[config.mk]
export PLATFORM = sky130hd
export DESIGN_NAME = resid_cubic_corr
export DESIGN_NICKNAME = d
export VERILOG_FILES = /design/src/rtl/rcc_pkg.sv /design/src/rtl/rcc_coef_bank.sv /design/src/rtl/rcc_power_pipe.sv /design/src/rtl/rcc_poly_sum.sv /design/src/rtl/resid_cubic_corr.sv
export SDC_FILE = /design/constraint.sdc
export NUM_CORES = 2
export LEC_CHECK = 0
export BUFFER_PORTS_ARGS = -buffer_cell sky130_fd_sc_hd__buf_4
export CORE_MARGIN = 2
export CORE_UTILIZATION = 25
export CTS_BUF_LIST = sky130_fd_sc_hd__clkbuf_4 sky130_fd_sc_hd__clkbuf_8
export CTS_CLUSTER_DIAMETER = 80
export DETAILED_ROUTE_END_ITERATION = 8
export PLACE_DENSITY = 0.41
export SYNTH_ARGS = -nofsm -noshare
export SYNTH_HDL_FRONTEND = slang
export SYNTH_SLANG_ARGS = --single-unit
[constraint.sdc]
create_clock -name clk -period 10.1 [get_ports clk]
set_input_delay 0.505 -clock clk [delete_from_list [all_inputs] [get_ports clk]]
set_output_delay 0.505 -clock clk [all_outputs]
set_load 0.005 [all_outputs]
[src/rtl/rcc_pkg.sv]
package rcc_pkg;
  // Round to nearest (ties toward +inf) and shift right arithmetically.
  function automatic logic signed [63:0] rnd_shr(input logic signed [63:0] v,
                                                 input int unsigned sh);
    logic signed [63:0] half;
    half = 64'sd1 <<< (sh - 1);
    return (v + half) >>> sh;
  endfunction

  // Fifth-order weight 3*p^2 in the coefficient's own fixed-point format.
  function automatic logic signed [63:0] fifth_weight(input logic signed [63:0] p,
                                                      input int unsigned frac);
    return rnd_shr(64'sd3 * p * p, frac);
  endfunction
endpackage

[src/rtl/rcc_coef_bank.sv]
module rcc_coef_bank #(
  parameter int PW = 16,
  parameter int PF = 14,
  parameter int QW = 2 * PW - PF + 2,
  parameter logic signed [PW-1:0] P_INIT = '0
) (
  input  logic                 clk,
  input  logic                 rst,
  input  logic                 cfg_we,
  input  logic signed [PW-1:0] cfg_coef,
  input  logic                 busy,
  output logic signed [PW-1:0] p_act,
  output logic signed [QW-1:0] q_act
);
  import rcc_pkg::*;

  logic                 pend;
  logic signed [PW-1:0] p_pend;
  logic                 commit;

  assign commit = pend && !busy;

  always_ff @(posedge clk) begin
    if (rst) begin
      pend   <= 1'b0;
      p_pend <= '0;
      p_act  <= P_INIT;
      q_act  <= QW'(fifth_weight(64'(P_INIT), PF));
    end else begin
      if (commit) begin
        p_act <= p_pend;
        q_act <= QW'(fifth_weight(64'(p_pend), PF));
        pend  <= 1'b0;
      end
      if (cfg_we) begin
        p_pend <= cfg_coef;
        pend   <= 1'b1;
      end
    end
  end

  // active pair never moves while a sample is in flight
  a_r6_hold_busy: assert property (@(posedge clk) disable iff (rst)
    busy |=> $stable(p_act) && $stable(q_act));
  // an idle edge with a pending write commits the latest pending value
  a_r7_commit_latest: assert property (@(posedge clk) disable iff (rst)
    (pend && !busy) |=> (p_act == $past(p_pend)));
  // 3p^2 is never negative
  a_r3_weight_nonneg: assert property (@(posedge clk) disable iff (rst)
    !q_act[QW-1]);
endmodule

[src/rtl/rcc_power_pipe.sv]
module rcc_power_pipe #(
  parameter int DW = 12,
  parameter int XW = DW + 2
) (
  input  logic                 clk,
  input  logic                 rst,
  input  logic                 in_v,
  input  logic signed [DW-1:0] in_d,
  output logic                 v3,
  output logic signed [DW-1:0] db3,
  output logic signed [XW-1:0] x3_3,
  output logic signed [XW-1:0] x5_3,
  output logic                 busy
);
  import rcc_pkg::*;
  localparam int unsigned FB = DW - 1;

  logic                 v1, v2;
  logic signed [DW-1:0] db1, db2;
  logic signed [XW-1:0] x2_1, x2_2, x3_2;
  logic signed [XW-1:0] sq_n, cu_n, qu_n;

  always_comb begin
    sq_n = XW'(rnd_shr(64'(in_d) * 64'(in_d), FB));
    cu_n = XW'(rnd_shr(64'(x2_1) * 64'(db1), FB));
    qu_n = XW'(rnd_shr(64'(x3_2) * 64'(x2_2), FB));
  end

  always_ff @(posedge clk) begin
    if (rst) begin
      v1 <= 1'b0; v2 <= 1'b0; v3 <= 1'b0;
      db1 <= '0; db2 <= '0; db3 <= '0;
      x2_1 <= '0; x2_2 <= '0; x3_2 <= '0; x3_3 <= '0; x5_3 <= '0;
    end else begin
      v1 <= in_v;
      if (in_v) begin
        db1  <= in_d;
        x2_1 <= sq_n;
      end
      v2 <= v1;
      if (v1) begin
        db2  <= db1;
        x2_2 <= x2_1;
        x3_2 <= cu_n;
      end
      v3 <= v2;
      if (v2) begin
        db3  <= db2;
        x3_3 <= x3_2;
        x5_3 <= qu_n;
      end
    end
  end

  assign busy = v1 | v2 | v3;

  // the rounded square of a code is never negative
  a_r2_square_nonneg: assert property (@(posedge clk) disable iff (rst)
    v1 |-> !x2_1[XW-1]);
  // odd powers keep the sign of the code (or vanish)
  a_r2_cube_sign: assert property (@(posedge clk) disable iff (rst)
    (v2 && !db2[DW-1]) |-> !x3_2[XW-1]);
endmodule

[src/rtl/rcc_poly_sum.sv]
module rcc_poly_sum #(
  parameter int DW = 12,
  parameter int XW = DW + 2,
  parameter int PW = 16,
  parameter int PF = 14,
  parameter int QW = 2 * PW - PF + 2,
  parameter int OW = DW + 2
) (
  input  logic                 clk,
  input  logic                 rst,
  input  logic                 v3,
  input  logic signed [DW-1:0] db3,
  input  logic signed [XW-1:0] x3_3,
  input  logic signed [XW-1:0] x5_3,
  input  logic signed [PW-1:0] p_act,
  input  logic signed [QW-1:0] q_act,
  output logic                 v5,
  output logic signed [OW-1:0] dout,
  output logic                 busy
);
  import rcc_pkg::*;
  localparam int TW = QW + XW - PF + 2;
  localparam logic signed [63:0] HI = (64'sd1 <<< (OW - 1)) - 64'sd1;
  localparam logic signed [63:0] LO = -(64'sd1 <<< (OW - 1));

  logic                 v4;
  logic signed [DW-1:0] db4;
  logic signed [TW-1:0] t3_4, t5_4, t3_n, t5_n;
  logic signed [63:0]   sum;
  logic signed [OW-1:0] clamped;

  always_comb begin
    t3_n = TW'(rnd_shr(64'(p_act) * 64'(x3_3), PF));
    t5_n = TW'(rnd_shr(64'(q_act) * 64'(x5_3), PF));
    sum  = 64'(db4) + 64'(t3_4) + 64'(t5_4);
    if (sum > HI)      clamped = OW'(HI);
    else if (sum < LO) clamped = OW'(LO);
    else               clamped = OW'(sum);
  end

  always_ff @(posedge clk) begin
    if (rst) begin
      v4 <= 1'b0; v5 <= 1'b0;
      db4 <= '0; t3_4 <= '0; t5_4 <= '0; dout <= '0;
    end else begin
      v4 <= v3;
      if (v3) begin
        db4  <= db3;
        t3_4 <= t3_n;
        t5_4 <= t5_n;
      end
      v5 <= v4;
      if (v4) dout <= clamped;
    end
  end

  assign busy = v4;

  // output code holds when no result is produced
  a_r8_hold: assert property (@(posedge clk) disable iff (rst)
    !v4 |=> $stable(dout));
  // a zero code stays zero whatever the coefficient
  a_r3_zero_fixed: assert property (@(posedge clk) disable iff (rst)
    (v4 && db4 == '0) |=> (dout == '0));
endmodule

[src/rtl/resid_cubic_corr.sv]
module resid_cubic_corr #(
  parameter int DW = 12,
  parameter int OW = DW + 2,
  parameter int PW = 16,
  parameter int PF = 14,
  parameter logic signed [PW-1:0] P_INIT = '0
) (
  input  logic                 clk,
  input  logic                 rst,
  input  logic                 din_valid,
  input  logic signed [DW-1:0] din,
  input  logic                 cfg_we,
  input  logic signed [PW-1:0] cfg_coef,
  output logic                 dout_valid,
  output logic signed [OW-1:0] dout
);
  localparam int XW = DW + 2;
  localparam int QW = 2 * PW - PF + 2;

  logic                 v3, busy_pw, busy_ps, busy;
  logic signed [DW-1:0] db3;
  logic signed [XW-1:0] x3_3, x5_3;
  logic signed [PW-1:0] p_act;
  logic signed [QW-1:0] q_act;

  assign busy = din_valid | busy_pw | busy_ps;

  rcc_coef_bank #(.PW(PW), .PF(PF), .QW(QW), .P_INIT(P_INIT)) u_coef (
    .clk(clk), .rst(rst), .cfg_we(cfg_we), .cfg_coef(cfg_coef),
    .busy(busy), .p_act(p_act), .q_act(q_act));

  rcc_power_pipe #(.DW(DW), .XW(XW)) u_pow (
    .clk(clk), .rst(rst), .in_v(din_valid), .in_d(din),
    .v3(v3), .db3(db3), .x3_3(x3_3), .x5_3(x5_3), .busy(busy_pw));

  rcc_poly_sum #(.DW(DW), .XW(XW), .PW(PW), .PF(PF), .QW(QW), .OW(OW)) u_sum (
    .clk(clk), .rst(rst), .v3(v3), .db3(db3), .x3_3(x3_3), .x5_3(x5_3),
    .p_act(p_act), .q_act(q_act), .v5(dout_valid), .dout(dout), .busy(busy_ps));

  // Edges since reset, so the latency check never looks before reset.
  logic [2:0] since_rst;
  always_ff @(posedge clk) begin
    if (rst) since_rst <= '0;
    else if (since_rst != 3'd7) since_rst <= since_rst + 3'd1;
  end

  // fixed five-register latency between input and output valid
  a_r4_latency: assert property (@(posedge clk) disable iff (rst)
    (since_rst >= 3'd6) |-> (dout_valid == $past(din_valid, 5)));
  // nothing valid in the first edge after reset
  a_r1_quiet_start: assert property (@(posedge clk) disable iff (rst)
    (since_rst == 3'd0) |-> !dout_valid);
endmodule

==> impl_metrics.toml <==
[worst_setup_path]
crit_top_cell = "fa_1"
cp-end-kind = "flop"
path_depth = 35
crit_buf_inv = 6
r2r_setup_slack_ns = 0.73
cpPeakStageDelay_ns = 0.79
start_kind = "flop"
cp.required_ns = 10.73
worstPathArrival_ns = 10.01
path_class = "flop to flop"
worst_path_max_delay_cell = "fa_1"
critPathTopFamily = "adder cells"
worst-path-max-fanout = 10
reg2reg_depth = 35

[logic_synthesis]
synth_edf_count = 0
syn_inst = 6214
async_reset_ff_frac = 0
yosys_most_used_dff = "dfxtp_1"
ys_ff_latch = 234
yosys.area.top_type_share = 0.441
yosysMostFrequentCell = "inv_1"
synth_area_leaders = "fa_1 44%, ha_1 9.7%, inv_1 8.6%, dfxtp_1 8.3%, and2_1 5.3%"
syn_area_per_cell_um2 = 9.13
synth_commonest_cells = "1,302 x inv_1, 1,249 x fa_1, 785 x nand2_1, 480 x and2_1, 441 x ha_1"
yosysSeqAreaShare = 0.0826
synth_cell_type_count = 88
netlist_area_mm2 = 0.0567
yosysTopAreaCell = "fa_1"
syn_nets = 7936
yosysWarnings = 0

[drt]
drc_errors = 0
route.vias.total = 39800
firstDrtPassIters = 5
top_layer = "met4"
route.met3.wl_mm = 3.11
drt-wirelength-per-cell_um = 16.8
drt-total-wl_mm = 154
wl_met1_mm = 73.1
ant_nets = 0
avgViaCountPerCell = 4.34
drt_iter0_markers = 1340
routed-wl-met2_mm = 75.6

[timing]
tightestPinTransition_ns = 1.12
slew_headroom = 0.247
fin_setup_tns_ns = 0
fmax_ghz = 0.107
hold_violations = 0
rsz0062_at_grt = "false"
fin_crit_sh = 0.928
fin_hold_ws_ns = 0.0746
layout_setup_ws_ns = 0.728
finClkSkew_ns = 0.0578
layout_min_cycle_time_ns = 9.37
maxSlewViolCount = 0
finalSetupViolCount = 0

[place]
dp_slack_ns = 0.497
dpl.hpwl_mm = 127
placedCellCount = 9054
io_buffers = 46
gp_congestion = 0.800
dpl_cell_area_mm2 = 0.0604

[grt]
antenna_found_initial = 1
grt_pass1_vias = 43900
grt_pass1_wl_mm = 251
grt_max_degree = 89
track_usage = 0.137
overflow = 0

[power_and_ir_drop]
totalPowerFinal_mw = 7.66
powerDensity_mw_per_mm2 = 124
max-vdd-ir-drop_v = 0.000178
p_leak_nw = 29.2

[layout]
area_delta_synth_final_pct = 9.14
final_util = 0.275
drive_above_1_share = 0.0433
seqCellArea_mm2 = 0.00469
fin_nets = 7849
layout.cells.non_filler = 9163
multi_input_area_mm2 = 0.0461
fin_area_mm2 = 0.0619
n_fill_cell = 24400

[min_path]
min_delay_path_depth = 3
hold_class = "input port to flop"

[clocking]
cts-htree-levels = 2
cts.path.max_buffers = 3
cts_buffers = 51
clk_pin_slew_ns = 0.07
tritoncts = "built"
clk_latency_ns = 0.75
cts_root_buf = "clkbuf_8"
clkSinkCount = 234

[floorplan]
initial_core_util = 0.252
io_pins = 47
die_y_um = 480
die_w_um = 480
core.rowCount = 174
die_area_mm2 = 0.231
coreArea_mm2 = 0.225

[flow_run]
drv_cap = 0

[outcome]
status = "finished clean"
==> tightest hold or removal path, stage by stage <==
cell,delay (ns)
buf_4,0.11
mux2i_1,0.07
nor2_1,0.08
==> worst paths after layout <==
kind / start / endpoint
worst max-delay path: u_coef.p_pend[1] / u_coef.q_act[19]
worst min-delay path: cfg_coef[0] / u_coef.p_pend[0]
worst max register to register: u_coef.p_pend[1] / u_coef.q_act[19]
worst min register to register: u_coef.p_act[8] / u_coef.p_act[8]
==> cells in the final DEF (no fill, tap or decap), types with 10 or more instances in the layout <==
cell	n
o21a_1	27
xor2_1	67
or2_2	10
nor2_1	292
fa_1	1249
ha_1	440
nand2b_1	95
inv_1	1302
xnor2_1	159
mux2i_1	126
a21o_1	39
or3_1	13
nor3b_1	11
o21ai_0	66
dfxtp_1	231
bufinv_16	12
nand4_1	22
buf_4	127
dlygate4sd3_1	12
a21oi_1	119
o21bai_1	15
nand2_1	785
a311oi_1	10
nor3_1	36
o211ai_1	16
nor2b_1	33
a211oi_1	57
and3_1	27
clkbuf_8	63
nand3_1	41
a31oi_1	17
and2_1	480
==> power breakdown <==
| part | total, mW | switching [mW] | leakage [nW] | internal [mW] |
|---|---|---|---|---|
| Combinational | 4.87 | 2.77 | 26.6 | 2.10 |
| Clock | 1.46 | 0.560 | 0.701 | 0.902 |
| Sequential | 1.33 | 0.327 | 1.90 | 1.00 |
==> state kept, by name (all words and copies together), names as in the netlist, 12 cells and up <==
register	count
u_coef.p_act	16
u_coef.p_pend	16
u_coef.q_act	20
u_pow.db1	12
u_pow.db2	12
u_pow.db3	12
u_pow.x2_1	14
u_pow.x2_2	14
u_pow.x3_2	14
u_pow.x3_3	14
u_pow.x5_3	14
u_sum.db4	12
u_sum.dout	14
u_sum.t3_4	22
u_sum.t5_4	22
==> repair_timing <==
| action | 4_1_cts | 5_1_grt |
|---|---|---|
| hold buffers | 12 | 0 |
| hold endpoints to repair | 12 | 0 |
| setup buffers | 0 | 0 |
| gates resized for setup | 0 | 3 |
| endpoints found under the setup margin | 0 | 2 |
==> kinds of logic after synthesis <==
group,count (synthesis),synth area share
and+or+nand+nor,1880,0.160
adders and majority gates,1691,0.538
buffers and inverters,1583,0.105
AOI/OAI and AO/OA,472,0.0568
DFF,234,0.0826
xor gates and xnor gates,227,0.0350
muxes,127,0.0224
==> per-layer routing <==
metal  GRT usage  up-vias
met5           0        -
met4      0.0232        0
met3     0.00926      105
met2       0.240      372
met1       0.188    20700
li1            -    18600
==> area by class of cell <==
class | count | area share
multi-input cells | 4397 | 0.745
clock inverters | 27 | 0.00780
diodes | 1 | 0.0000404
repair buffers | 140 | 0.0176
clock buffers | 69 | 0.0146
well taps | 2992 | 0.0605
inverters | 1303 | 0.0790
flip-flops and latches | 234 | 0.0758
Power figures use the tool's default switching activity.
